### src/rtl/burst_addr_gen.sv
module burst_addr_gen #(
  parameter int ADDR_W = 20
) (
  input  logic              clk,
  input  logic              rst_n,
  input  logic              stall,
  input  logic              adv,
  input  logic              sel,
  input  logic              ilv_mode,
  input  logic [ADDR_W-1:0] ext_addr,
  output logic [ADDR_W-1:0] addr,
  output logic              burst_active
);

  localparam int HI_W = ADDR_W - 2;

  logic [HI_W-1:0] base_hi;
  logic [1:0]      start;
  logic [1:0]      beat;
  logic            active;
  logic [1:0]      low_bits;

  always_ff @(posedge clk) begin
    if (!rst_n) begin
      base_hi <= '0;
      start   <= '0;
      beat    <= '0;
      active  <= 1'b0;
    end else if (!stall) begin
      if (!adv) begin
        if (sel) begin
          base_hi <= ext_addr[ADDR_W-1:2];
          start   <= ext_addr[1:0];
          beat    <= '0;
          active  <= 1'b1;
        end else begin
          active  <= 1'b0;
        end
      end else if (active) begin
        beat <= beat + 2'd1;
      end
    end
  end

  assign low_bits     = ilv_mode ? (start ^ beat) : (start + beat);
  assign addr         = {base_hi, low_bits};
  assign burst_active = active;

endmodule

### config.mk
export PLATFORM = sky130hd
export DESIGN_NAME = burst_addr_gen
export DESIGN_NICKNAME = d
export VERILOG_FILES = /design/src/rtl/burst_addr_gen.sv
export SDC_FILE = /design/constraint.sdc
export NUM_CORES = 1
export LEC_CHECK = 0
export BUFFER_PORTS_ARGS = -buffer_cell sky130_fd_sc_hd__buf_2
export CAP_MARGIN = 15
export CORE_MARGIN = 8
export CORE_UTILIZATION = 40
export DETAILED_ROUTE_END_ITERATION = 8
export PLACE_DENSITY_LB_ADDON = 0.2
export SLEW_MARGIN = 20
export SYNTH_ARGS = -nofsm -noshare
export SYNTH_HDL_FRONTEND = slang
export SYNTH_SLANG_ARGS = --single-unit
### constraint.sdc
create_clock -name clk -period 3 [get_ports clk]
set_clock_uncertainty 0.15 [all_clocks]
set_input_delay 0.45 -clock clk [delete_from_list [all_inputs] [get_ports clk]]
set_output_delay 0.45 -clock clk [all_outputs]
set_load 0.02 [all_outputs]
==> results of run 1 <==
[path summary, 6_finish.rpt]
| path | start | to | slack [ns] | depth (start not counted) |
|---|---|---|---|---|
| max | beat[0] | addr[1] | 1.08 | 4 |
| min | ext_addr[17] | base_hi[15] | 0.25 | 3 |
| max reg2reg | burst_active | beat[0] | 1.96 | 3 |
| min reg2reg | beat[1] | beat[1] | 0.37 | 2 |
[cells in the final DEF (no fill, tap or decap)]
cell	synthesis	layout
nor2_1	1	1
buf_4	0	1
xnor2_1	2	2
nor2b_1	22	22
clkinv_2	0	1
clkbuf_4	0	3
mux2i_1	21	21
nor3b_1	1	1
o21bai_1	1	1
nor3b_4	1	1
o21ai_0	1	1
o21a_1	2	2
ha_1	1	1
buf_2	0	46
nand2_1	3	3
a21boi_0	1	1
nand3_1	1	1
o21ai_1	1	1
dfxtp_1	23	23
[cell type report]
cell class / count / area (um2)
multi-input cells: 59 / 464
clock buffers: 3 / 22.5
flip-flops and latches: 23 / 460
clock inverters: 1 / 5.00
well taps: 28 / 35.0
repair buffers: 47 / 238
fillers: 233 / 1030
[stage by stage]
stage / hold slack (ns) / setup slack (ns)
after floorplan: 0.324 / 1.41
after global placement: 0.342 / 1.33
after detailed placement: 0.351 / 1.30
after CTS: 0.239 / 1.05
after global routing: 0.241 / 0.970
final: 0.249 / 1.08
[worst min-delay path, cell delays in order]
cell,delay (ns)
buf_2,0.07
mux2i_1,0.05
nor2b_1,0.09
[synth_stat cells]
| library cell | instances | area, um2 |
|---|---|---|
| xnor2_1 | 2 | 17.5 |
| nor2b_1 | 22 | 138 |
| nor2_1 | 1 | 3.75 |
| nand2_1 | 3 | 11.3 |
| o21ai_1 | 1 | 5.00 |
| nor3b_1 | 1 | 7.51 |
| o21ai_0 | 1 | 5.00 |
| a21boi_0 | 1 | 7.51 |
| dfxtp_1 | 23 | 460 |
| mux2i_1 | 21 | 210 |
| o21bai_1 | 1 | 7.51 |
| ha_1 | 1 | 12.5 |
| clkbuf_1 | 2 | 7.51 |
| o21a_1 | 2 | 15.0 |
| nand3_1 | 1 | 5.00 |
| buf_8 | 2 | 30.0 |
| nor3b_4 | 1 | 18.8 |
[registers in the layout (all words and copies together) (netlist names)]
signal / count
burst_active: 1
beat: 2
start: 2
base_hi: 18
[routing by layer]
| layer | track usage (%) | vias to the layer above |
|---|---|---|
| li1 | - | 384 |
| met2 | 19.3 | 25 |
| met4 | 4.90 | 0 |
| met3 | 3.44 | 2 |
| met1 | 10.8 | 337 |
| met5 | 0 | - |
[kinds of logic after synthesis]
group | Yosys count
AND/OR/NAND/NOR | 29
multiplexers | 21
flip-flops | 23
XOR/XNOR | 2
buffers and inverters | 4
adder cells (fa/ha/maj) | 1
AO/OA/AOI/OAI | 6
[power groups by stage]
stage	sequential [W]	combinational (W)	clock [W]
after global placement	0.000327	0.0000758	0
after global routing	0.000322	0.0000845	0.000160
final	0.000321	0.0000762	0.000136
after floorplan	0.000338	0.0000358	0
after CTS	0.000321	0.0000777	0.000145
after detailed placement	0.000327	0.0000776	0
==> results.json, run 1 <==
{
  "synth.distinct_cells": 17,
  "synth_warnings": 0,
  "crit_buf_inv": 1,
  "ir_drop_v": 0.000263,
  "track_usage_pct": 10.6,
  "synthAdderAreaFrac_pct": 1.30,
  "grt_max_degree": 25,
  "fin_crit_ns": 1.92,
  "hold_class": "in -> reg",
  "worstSetupPathType": "reg -> out",
  "fin_nets": 161,
  "tns_ns": 0,
  "crit_required_ns": 2.40,
  "synth_top_family_by_area": "multiplexers",
  "vias_per_cell": 4.65,
  "die_h_um": 65.0,
  "syn_area_um2": 962,
  "postCtsHoldBufs": 0,
  "wl_um": 2070,
  "diodes": 0,
  "placed_area_um2": 1200,
  "design.portCount": 47,
  "critPathCaptureType": "primary output",
  "dpl.cell_count": 157,
  "slew_violations": 0,
  "synth-xor-area-share_pct": 1.82,
  "vias": 748,
  "switchingPower_w": 0.000130,
  "seqPwrFrac_pct": 60.2,
  "place_congestion": 0.779,
  "finalCritPeriodShare_pct": 64.0,
  "cap_violations": 0,
  "h-tree-depth": 1,
  "p_leak_nw": 0.548,
  "post_cts_buffers": 0,
  "cts_tree": "yes",
  "utilization_pct": 54.3,
  "synthSimpleGateAreaFrac_pct": 19.1,
  "yosys-mux-area-fraction_pct": 21.8,
  "synth_nets": 113,
  "avgSynthCellArea_um2": 11.2,
  "met2_length_um": 1010,
  "wl_met3_um": 149,
  "coreArea_um2": 2250,
  "grt_pass1_vias": 854,
  "design_power_total_w": 0.000533,
  "cts_buffer_depth": 2,
  "drt-initial-drc-count": 13,
  "clk_pin_slew_ns": 0.12,
  "drive_gt1_share_pct": 39.1,
  "die_w_um": 65.0,
  "max_stage_delay_ns": 0.41,
  "drc_errors": 0,
  "status": "finished, final reports clean",
  "clkPwrFrac_pct": 25.5,
  "combPwrFrac_pct": 14.3,
  "ys_ff_latch": 23,
  "swShare_pct": 24.5,
  "fmax_ghz": 0.521,
  "postLayoutCellArea_um2": 1220,
  "topRoutingLayerUsed": "met4",
  "p_int_w": 0.000402,
  "setup_viol_count_final": 0,
  "synth_cells": 86,
  "rows": 17,
  "drtAntennaViolNets": 0,
  "cts_buffers": 3,
  "ys_seq_area_share_pct": 47.9,
  "dp_hpwl_um": 1600,
  "synth_compound_area_share_pct": 4.16,
  "powerDensity_nw_per_um2": 435,
  "wl_per_cell_um": 12.8,
  "antenna_found_initial": 0,
  "cp.arrival_ns": 1.32,
  "crit_chain": "ha_1 > nor2b_1 > xnor2_1 > buf_2",
  "crit_family": "flip-flops",
  "worstMarginPinSlew_ns": 0.357,
  "rsz0062_at_grt": "no",
  "globalRouteOverflowTotal": 0,
  "portBuffers": 46,
  "crit_fanout": 5,
  "syn_to_final_growth_pct": 27.3,
  "die_area_um2": 4230,
  "clock_latency_ns": 0.30,
  "cts_root_buf": "clkbuf_4",
  "drt_first_pass_iters": 4,
  "start_kind": "flip-flop",
  "cts_resized": 0,
  "cp_slowest_cell": "dfxtp_1",
  "hold_viol": 0,
  "final_cells": 161,
  "slew_headroom_pct": 76.2,
  "grt_pass1_wl_um": 3620,
  "wl_met1_um": 883,
  "start_util_pct": 42.7,
  "cts_sinks": 23
}
Note: power is estimated with default switching activity, not from simulation.
==> run 2: changes to the inputs <==
- clock period: 3 -> 1.6 ns (I/O delays scaled with it)
==> run 2 against run 1 <==
Sequential cell count is the same. Die area did not move. Global-route usage down 0.58 points. Power grew 89%. Critical path type unchanged. Largest cell class unchanged.
==> results.json, run 2 (same netlist as run 1, synthesis figures left out) <==
{
  "cts_root_buf": "clkbuf_4",
  "dp_hpwl_um": 1640,
  "wl_met3_um": 152,
  "rsz0062_at_grt": "yes",
  "drt_first_pass_iters": 2,
  "crit_family": "flip-flops",
  "powerDensity_nw_per_um2": 787,
  "drive_gt1_share_pct": 45.2,
  "vias": 760,
  "fin_nets": 163,
  "wl_per_cell_um": 12.7,
  "crit_buf_inv": 1,
  "diodes": 0,
  "h-tree-depth": 1,
  "registers.top_by_ff_count": "base_hi",
  "nFillCells": 214,
  "worstSetupPathType": "reg -> out",
  "wl_met1_um": 858,
  "worstMarginPinSlew_ns": 0.327,
  "topRoutingLayerUsed": "met4",
  "hold_viol": 0,
  "cp_slowest_cell": "dfxtp_2",
  "syn_to_final_growth_pct": 33.2,
  "grt_pass1_wl_um": 3460,
  "vias_per_cell": 4.66,
  "die_area_um2": 4230,
  "coreArea_um2": 2250,
  "utilization_pct": 56.8,
  "drtAntennaViolNets": 0,
  "ir_drop_v": 0.000488,
  "dpl.cell_count": 158,
  "cts_buffer_depth": 2,
  "p_leak_nw": 0.567,
  "portBuffers": 46,
  "finalCritPeriodShare_pct": 98.7,
  "cts_sinks": 23,
  "clock_latency_ns": 0.30,
  "fin_crit_ns": 1.58,
  "hold_ws_ns": 0.0306,
  "max_stage_delay_ns": 0.35,
  "globalRouteOverflowTotal": 0,
  "drt-initial-drc-count": 13,
  "tns_ns": 0,
  "reg.largest.list": "base_hi (18), beat (2), start (2)",
  "hold_class": "in -> reg",
  "met2_length_um": 1040,
  "start_kind": "flip-flop",
  "grt_pass1_vias": 767,
  "cts_tree": "yes",
  "slew_headroom_pct": 78.2,
  "wl_um": 2080,
  "setup_viol_count_final": 0,
  "cap_violations": 0,
  "grt_max_degree": 25,
  "cp.arrival_ns": 1.19,
  "crit_chain": "ha_4 > nor2b_4 > xnor2_2 > buf_4",
  "crit_required_ns": 1.21,
  "cts_buffers": 3,
  "antenna_found_initial": 0,
  "die_w_um": 65.0,
  "final_common_cell": "buf_2",
  "track_usage_pct": 10.0,
  "critPathCaptureType": "primary output",
  "final_cell_mix": "buf_2 (45), mux2i_1 (21), nor2b_1 (21)",
  "postCtsHoldBufs": 0,
  "rows": 17,
  "status": "finished, final reports clean",
  "design.portCount": 47,
  "final_cells": 163,
  "start_util_pct": 42.7,
  "place_congestion": 0.764,
  "crit_fanout": 2,
  "slew_violations": 0,
  "drc_errors": 0,
  "clk_pin_slew_ns": 0.13,
  "die_h_um": 65.0,
  "largest_reg_flops": 18,
  "fmax_ghz": 0.633
}
## run 2: cell count changes in the layout (fill, tap and decap cells not counted), moves of 2 or more
cell | before | now
buf_4 | 1 | 4
dfxtp_1 | 23 | 20
dfxtp_2 | 0 | 3
xnor2_1 | 2 | 0
xnor2_2 | 0 | 2
## run 2: layout make-up
class	count	area (um2)	area share (%)
multi-input combinational	59	499	39.0
sequential	23	464	36.2
clock inverter	1	5.00	0.391
timing repair buffer	49	255	19.9
clock buffer	3	22.5	1.76
tap	28	35.0	2.73
## run 2: timing repair
item,CTS,global route
pin swaps,1,3
resized for setup,7,3
endpoints found under the setup margin,1,1
setup buffers,1,0
cloned,0,0
## run 2: worst paths after layout
kind,startpoint,end,slack [ns],cells past startpoint
max,beat[0],addr[1],0.02,4
min,ext_addr[16],base_hi[14],0.03,3
max reg2reg,beat[0],beat[0],0.49,4
min reg2reg,beat[1],beat[1],0.36,2
## run 2: report_power, final
part | switching, W | internal (W) | leakage (nW)
clock network | 0.000165 | 0.0000931 | 0.0177
logic | 0.0000747 | 0.0000733 | 0.361
registers | 0.0000101 | 0.000592 | 0.188
## run 2: per-layer routing
layer  up-vias  GRT usage, %
li1        384             -
met2        23          16.3
met3         2          3.44
met4         0          5.72
met5         -             0
met1       351          11.2
## run 2: worst register-to-register path: stages, from the launching register on
cell	delay (ns)
dfxtp_2	0.35
buf_4	0.14
nor3b_1	0.17
o21ai_0	0.09
a21boi_0	0.15
## run 2: stage by stage
stage,worst slack (ns),area [um2],total power (W)
3_5_place_dp,0.192,1200,0.000760
6_report,0.0211,1280,0.00101
5_1_grt,-0.0649,1280,0.00106
2_1_floorplan,0.222,962,0.000701
3_3_place_gp,0.234,1200,0.000757
4_1_cts,-0.0565,1260,0.00103
